**src/rtl/pkt_gate_pkg.sv**
```systemverilog
package pkt_gate_pkg;

    typedef enum logic [1:0] {
        ST_IDLE  = 2'd0,
        ST_BODY  = 2'd1,
        ST_CRC   = 2'd2,
        ST_DRAIN = 2'd3
    } gate_st_e;

    typedef struct packed {
        logic kill;
        logic short_pkt;
        logic zero_len;
        logic e_sync;
        logic e_dbl;
        logic e_dtype;
        logic e_fix;
        logic e_sot;
    } hdr_verdict_t;

endpackage

```
**src/rtl/pkt_gate_hdr.sv**
```systemverilog
module pkt_gate_hdr
    import pkt_gate_pkg::*;
#(
    parameter int DTW       = 6,
    parameter int WCW       = 16,
    parameter int SHORT_LIM = 16,
    parameter logic [(1<<DTW)-SHORT_LIM-1:0] LONG_OK = '0
) (
    input  logic [DTW-1:0] dtype,
    input  logic [WCW-1:0] wc,
    input  logic           ecc_dbl,
    input  logic           ecc_fix,
    input  logic           sot_err,
    input  logic           sync_err,
    output hdr_verdict_t   verdict
);
    localparam int LONG_N = (1 << DTW) - SHORT_LIM;

    logic           is_short;
    logic [DTW-1:0] long_idx;
    logic           known;

    always_comb begin
        is_short = (dtype < DTW'(SHORT_LIM));
        long_idx = dtype - DTW'(SHORT_LIM);
        known    = 1'b1;
        if (!is_short) begin
            known = 1'b0;
            for (int i = 0; i < LONG_N; i++) begin
                if (long_idx == DTW'(i)) begin
                    known = LONG_OK[i];
                end
            end
        end
    end

    // precedence: sync failure hides all header flags, double ECC hides type
    always_comb begin
        verdict.e_sync    = sync_err;
        verdict.e_dbl     = ecc_dbl & ~sync_err;
        verdict.e_dtype   = ~known & ~ecc_dbl & ~sync_err;
        verdict.e_fix     = ecc_fix & ~ecc_dbl & ~sync_err;
        verdict.e_sot     = sot_err & ~sync_err;
        verdict.kill      = sync_err | ecc_dbl | ~known;
        verdict.short_pkt = is_short;
        verdict.zero_len  = (wc == '0);
    end

endmodule

```
**src/rtl/pkt_gate_cnt.sv**
```systemverilog
module pkt_gate_cnt #(
    parameter int WCW = 16,
    parameter int NBW = 3
) (
    input  logic           clk,
    input  logic           rst_n,
    input  logic           load,
    input  logic [WCW-1:0] load_wc,
    input  logic           dec,
    input  logic [NBW-1:0] beat_nb,
    output logic [NBW-1:0] take_nb,
    output logic           at_end
);
    logic [WCW-1:0] remain_q;
    logic [WCW-1:0] nb_ext;

    always_comb begin
        nb_ext  = WCW'(beat_nb);
        at_end  = (nb_ext >= remain_q);
        take_nb = at_end ? remain_q[NBW-1:0] : beat_nb;
    end

    always_ff @(posedge clk) begin
        if (!rst_n) begin
            remain_q <= '0;
        end else if (load) begin
            remain_q <= load_wc;
        end else if (dec) begin
            remain_q <= remain_q - WCW'(take_nb);
        end
    end

endmodule

```
**src/rtl/pkt_gate.sv**
```systemverilog
module pkt_gate
    import pkt_gate_pkg::*;
#(
    parameter int DTW       = 6,
    parameter int WCW       = 16,
    parameter int LANES     = 4,
    parameter int SHORT_LIM = 16,
    parameter logic [(1<<DTW)-SHORT_LIM-1:0] LONG_OK = 48'h0000_3F1F_FF04
) (
    input  logic                   clk,
    input  logic                   rst_n,
    input  logic                   hdr_vld,
    input  logic [DTW-1:0]         hdr_dtype,
    input  logic [WCW-1:0]         hdr_wc,
    input  logic                   hdr_ecc_dbl,
    input  logic                   hdr_ecc_fix,
    input  logic                   hdr_sot_err,
    input  logic                   hdr_sync_err,
    input  logic                   rx_vld,
    input  logic [8*LANES-1:0]     rx_data,
    input  logic [$clog2(LANES+1)-1:0] rx_nb,
    input  logic                   rx_eot,
    input  logic                   crc_vld,
    input  logic                   crc_bad,
    output logic                   out_vld,
    output logic [8*LANES-1:0]     out_data,
    output logic [$clog2(LANES+1)-1:0] out_nb,
    output logic                   out_last,
    output logic                   pkt_fwd,
    output logic                   pkt_drop,
    output logic                   err_sync,
    output logic                   err_ecc_dbl,
    output logic                   err_dtype,
    output logic                   err_ecc_fix,
    output logic                   err_sot,
    output logic                   err_crc,
    output logic                   err_wc_trunc
);
    localparam int NBW = $clog2(LANES + 1);
    localparam int DW  = 8 * LANES;

    gate_st_e     st_q, st_d;
    logic         eot_seen_q, eot_seen_d;
    hdr_verdict_t verdict;
    logic [NBW-1:0] take_nb;
    logic           at_end;
    logic           cnt_load, cnt_dec;
    logic [DW-1:0]  masked;

    pkt_gate_hdr #(
        .DTW(DTW), .WCW(WCW), .SHORT_LIM(SHORT_LIM), .LONG_OK(LONG_OK)
    ) u_hdr (
        .dtype   (hdr_dtype),
        .wc      (hdr_wc),
        .ecc_dbl (hdr_ecc_dbl),
        .ecc_fix (hdr_ecc_fix),
        .sot_err (hdr_sot_err),
        .sync_err(hdr_sync_err),
        .verdict (verdict)
    );

    assign cnt_load = (st_q == ST_IDLE) && hdr_vld;
    assign cnt_dec  = (st_q == ST_BODY) && rx_vld;

    pkt_gate_cnt #(.WCW(WCW), .NBW(NBW)) u_cnt (
        .clk    (clk),
        .rst_n  (rst_n),
        .load   (cnt_load),
        .load_wc(hdr_wc),
        .dec    (cnt_dec),
        .beat_nb(rx_nb),
        .take_nb(take_nb),
        .at_end (at_end)
    );

    // zero every lane beyond the bytes that belong to the payload
    for (genvar g = 0; g < LANES; g++) begin : g_lane
        assign masked[8*g +: 8] = (NBW'(g) < take_nb) ? rx_data[8*g +: 8] : 8'h00;
    end

    always_comb begin
        st_d       = st_q;
        eot_seen_d = eot_seen_q;
        unique case (st_q)
            ST_IDLE: begin
                eot_seen_d = 1'b0;
                if (hdr_vld) begin
                    if (verdict.kill || verdict.short_pkt) begin
                        st_d = rx_eot ? ST_IDLE : ST_DRAIN;
                    end else if (verdict.zero_len) begin
                        st_d       = ST_CRC;
                        eot_seen_d = rx_eot;
                    end else begin
                        st_d = ST_BODY;
                    end
                end
            end
            ST_BODY: begin
                if (rx_vld && at_end) begin
                    st_d       = ST_CRC;
                    eot_seen_d = rx_eot;
                end else if (rx_eot) begin
                    st_d = ST_IDLE;
                end
            end
            ST_CRC: begin
                if (crc_vld) begin
                    st_d = (eot_seen_q || rx_eot) ? ST_IDLE : ST_DRAIN;
                end else if (rx_eot) begin
                    eot_seen_d = 1'b1;
                end
            end
            ST_DRAIN: begin
                if (rx_eot) begin
                    st_d = ST_IDLE;
                end
            end
            default: st_d = ST_IDLE;
        endcase
    end

    always_ff @(posedge clk) begin
        if (!rst_n) begin
            st_q       <= ST_IDLE;
            eot_seen_q <= 1'b0;
        end else begin
            st_q       <= st_d;
            eot_seen_q <= eot_seen_d;
        end
    end

    always_ff @(posedge clk) begin
        if (!rst_n) begin
            out_vld      <= 1'b0;
            out_data     <= '0;
            out_nb       <= '0;
            out_last     <= 1'b0;
            pkt_fwd      <= 1'b0;
            pkt_drop     <= 1'b0;
            err_sync     <= 1'b0;
            err_ecc_dbl  <= 1'b0;
            err_dtype    <= 1'b0;
            err_ecc_fix  <= 1'b0;
            err_sot      <= 1'b0;
            err_crc      <= 1'b0;
            err_wc_trunc <= 1'b0;
        end else begin
            out_vld      <= 1'b0;
            out_data     <= '0;
            out_nb       <= '0;
            out_last     <= 1'b0;
            pkt_fwd      <= 1'b0;
            pkt_drop     <= 1'b0;
            err_sync     <= 1'b0;
            err_ecc_dbl  <= 1'b0;
            err_dtype    <= 1'b0;
            err_ecc_fix  <= 1'b0;
            err_sot      <= 1'b0;
            err_crc      <= 1'b0;
            err_wc_trunc <= 1'b0;
            unique case (st_q)
                ST_IDLE: begin
                    if (hdr_vld) begin
                        pkt_fwd     <= ~verdict.kill;
                        pkt_drop    <= verdict.kill;
                        err_sync    <= verdict.e_sync;
                        err_ecc_dbl <= verdict.e_dbl;
                        err_dtype   <= verdict.e_dtype;
                        err_ecc_fix <= verdict.e_fix;
                        err_sot     <= verdict.e_sot;
                    end
                end
                ST_BODY: begin
                    if (rx_vld && (take_nb != '0)) begin
                        out_vld  <= 1'b1;
                        out_data <= masked;
                        out_nb   <= take_nb;
                    end
                    if (rx_vld && at_end) begin
                        out_last <= 1'b1;
                    end else if (rx_eot) begin
                        out_last     <= rx_vld && (take_nb != '0);
                        err_wc_trunc <= 1'b1;
                    end
                end
                ST_CRC: begin
                    if (crc_vld) begin
                        err_crc <= crc_bad;
                    end
                end
                ST_DRAIN: begin
                end
                default: begin
                end
            endcase
        end
    end

endmodule

```
**config.mk**
```make
export PLATFORM = sky130hd
export DESIGN_NAME = pkt_gate
export DESIGN_NICKNAME = d
export VERILOG_FILES = /design/src/rtl/pkt_gate_pkg.sv /design/src/rtl/pkt_gate_hdr.sv /design/src/rtl/pkt_gate_cnt.sv /design/src/rtl/pkt_gate.sv
export SDC_FILE = /design/constraint.sdc
export NUM_CORES = 1
export LEC_CHECK = 0
export BUFFER_PORTS_ARGS = -buffer_cell sky130_fd_sc_hd__buf_2
export CAP_MARGIN = 5
export CORE_ASPECT_RATIO = 0.8
export CORE_UTILIZATION = 48
export CTS_CLUSTER_DIAMETER = 100
export DETAILED_ROUTE_END_ITERATION = 12
export PLACE_DENSITY = 0.8
export REMOVE_ABC_BUFFERS = 1
export SYNTH_ARGS = -nofsm -noshare
export SYNTH_HDL_FRONTEND = slang
export SYNTH_SLANG_ARGS = --single-unit
```
**constraint.sdc**
```tcl
create_clock -name clk -period 3.6 [get_ports clk]
set_input_delay 0.18 -clock clk [delete_from_list [all_inputs] [get_ports clk]]
set_output_delay 0.18 -clock clk [all_outputs]
set_load 0.02 [all_outputs]
```
==> results.tsv <==
stage	metric	value	unit
floorplanning	row_count	24	
clocking	clock_path_buffers	2	
sta	drv_slew	0	
floorplanning	initial_utilization	0.503	
clocking	tritoncts	done	
logic_synthesis	syn_area_per_cell	9.27	um^2
logic_synthesis	ys_seq_area_frac	0.468	
clocking	postCtsSetupRepairBufs	0	
placement	port_buffers	113	
placement	hpwl	4960	um
grt	antenna_found_initial	0	
pwr	irDropWorstVdd	0.327	mV
logic_synthesis	ys_seq_elements	65	
routing	avgViaCountPerCell	5.11	
grt	grt_pass1_vias	2396	
setup_path	cp_slowest_cell	or4_4	
floorplanning	die_w	87.1	um
setup_path	crit_family	simple AND/OR/NAND/NOR gates	
clocking	clock_sinks	65	
setup_path	max_stage_delay	0.59	ns
floorplanning	coreArea	5530	um^2
routing	finalWirelength	6580	um
logic_synthesis	yosys.cell_types.count	49	
layout	area_growth	32.5	%
logic_synthesis	synthArstFlopShare	0	
sta	tightest_slew	0.852	ns
layout	nNetsFinal	498	
routing	drtIter0Drc	132	
layout	final_common_cell	buf_2	
layout	final_area	3680	um^2
floorplanning	dieHeight	70.1	um
placement	place_area	3440	um^2
setup_path	critPathCaptureType	flop	
floorplanning	die-area	6100	um^2
clocking	clk_latency	0.34	ns
sta	slew-limit-headroom	0.431	
placement	globalplace.congestion	0.846	
logic_synthesis	synth_flop_cell	dfxtp_1	
setup_path	cp_max_fo	7	
grt	grt_max_degree	30	
flow_run	maxCapViolations	0	
worst_hold_path	holdPathStages	2	
setup_path	arrival	3.58	ns
sta	finClkSkew	0.00805	ns
logic_synthesis	ys_warn_count	0	
floorplanning	io_pins	114	
sta	rsz0062_at_grt	no	
setup_path	path_buf_inv	0	
routing	vias	2564	
outcome	status	finished, final reports clean	
pwr	leakagePower	1.71	nW
grt	grt_pass1_wl	10700	um
sta	fin_crit	3.32	ns
logic_synthesis	synthCells	300	
routing	final_antenna_net_count	0	
logic_synthesis	syn_area	2780	um^2
clocking	clkTransAtPathRegs	0.07	ns
clocking	hold_buffers	0	
sta	fmax	302	MHz
sta	setup_viol	0	
clocking	cts_root_buffer	clkbuf_8	
setup_path	worstSetupPathType	flop to flop	
sta	period_share	0.921	
sta	hold_violations	0	
routing	routedWlPerCell	13.1	um
sta	fin_setup_tns	0	ns
setup_path	critPathLaunchType	flop	
routing	drc	0	
layout	antenna_cells	0	
setup_path	rr_worst_depth	10	
layout	fillCellCount	488	
grt	overflow	0	
worst_hold_path	min-delay-path-class	input port to flop	
clocking	numCtsBuffers	9	
routing	dr.pass1.iters	4	
setup_path	required	3.86	ns
setup_path	path_cells	or4_4 > nor3_4 > nand3_4 > mux2i_1 > ha_1 > nor2b_1 > o21ai_0 > nand3_1 > or4_1 > a31oi_1	
logic_synthesis	synth-edff-count	0	
layout	layout-drive-gt1-share	0.330	
layout	layout_common_cells	buf_2, dfxtp_1, and2_1	
setup_path	cp.depth	10	
grt	grt_usage	0.226	
layout	utilization	0.667	
clocking	cts_resized	0	
clocking	htree_num_levels	3	
pwr	power_density	657	nW/um^2
[flip-flops by register name (all words and copies together), names as in the netlist]
register,count
err_wc_trunc,1
pkt_drop,1
err_ecc_fix,1
eot_seen_q,1
out_data,32
pkt_fwd,1
st_q,2
err_sync,1
err_sot,1
out_last,1
out_vld,1
err_dtype,1
err_ecc_dbl,1
err_crc,1
u_cnt.remain_q,16
out_nb,3
[cell families after synthesis]
family                     synth area share
AOI/OAI and AO/OA                     0.164
xor gates and xnor gates             0.0346
adders and majority gates            0.0522
buffers and inverters                0.0310
DFF                                   0.468
muxes                               0.00360
and+or+nand+nor                       0.247
[worst paths after layout]
path	slack (ns)	to	from
min reg2reg	0.53	eot_seen_q	eot_seen_q
max	0.28	u_cnt.remain_q[15]	u_cnt.remain_q[5]
min	0.03	out_data[10]	rx_data[10]
max reg2reg	0.28	u_cnt.remain_q[15]	u_cnt.remain_q[5]
[synth_stat cells, types with 2 or more instances]
master | n | area [um^2]
a211oi_1 | 7 | 52.6
a21oi_1 | 22 | 110
a21oi_2 | 3 | 26.3
a41oi_1 | 2 | 17.5
and2_1 | 36 | 225
and3_1 | 2 | 12.5
and4_1 | 2 | 17.5
clkbuf_1 | 8 | 30.0
dfxtp_1 | 65 | 1300
ha_1 | 10 | 125
inv_1 | 14 | 52.6
nand2_1 | 20 | 75.1
nand2b_1 | 3 | 18.8
nand3_1 | 3 | 15.0
nand3b_1 | 3 | 22.5
nand4_1 | 8 | 50.1
nor2_1 | 17 | 63.8
nor2b_1 | 4 | 25.0
nor3b_1 | 3 | 22.5
nor4_1 | 5 | 31.3
o211ai_1 | 4 | 30.0
o21a_1 | 3 | 22.5
o21ai_0 | 15 | 75.1
o21ai_1 | 4 | 20.0
o221ai_1 | 2 | 17.5
o31ai_1 | 2 | 15.0
or4_1 | 2 | 15.0
xor2_1 | 10 | 87.6
[power breakdown]
group / total, mW / switching [mW] / internal (mW)
sequential: 0.904 / 0.0832 / 0.821
clock: 0.746 / 0.283 / 0.463
combinational: 0.769 / 0.460 / 0.309
total: 2.42 / 0.826 / 1.59
[per-stage QoR]
step	total power, mW	setup WS, ns	hold slack (ns)	cells
after floorplan	1.44	0.459	0.256	292
after global placement	1.65	0.478	0.380	486
after detailed placement	1.67	0.312	0.382	486
after CTS	2.42	0.282	0.0161	502
after global routing	2.57	0.0313	0.0217	502
final	2.42	0.283	0.0280	502
[area by class of cell]
class | count | area [um^2] | share of cell area
Inverter | 15 | 56.3 | 0.0153
Tap cell | 78 | 97.6 | 0.0265
Multi-Input combinational cell | 212 | 1400 | 0.379
Clock inverter | 6 | 116 | 0.0316
Clock buffer | 10 | 128 | 0.0346
Timing Repair Buffer | 116 | 588 | 0.160
Sequential cell | 65 | 1300 | 0.353
[metal layers]
metal | share of wire | GRT usage | vias to the layer above
met5 | 0 | 0 | -
li1 | - | - | 1301
met3 | 0.076 | 0.0697 | 9
met2 | 0.46 | 0.379 | 102
met4 | 0.013 | 0.0820 | 0
met1 | 0.46 | 0.273 | 1152
Note: power is estimated with default switching activity, not from simulation.
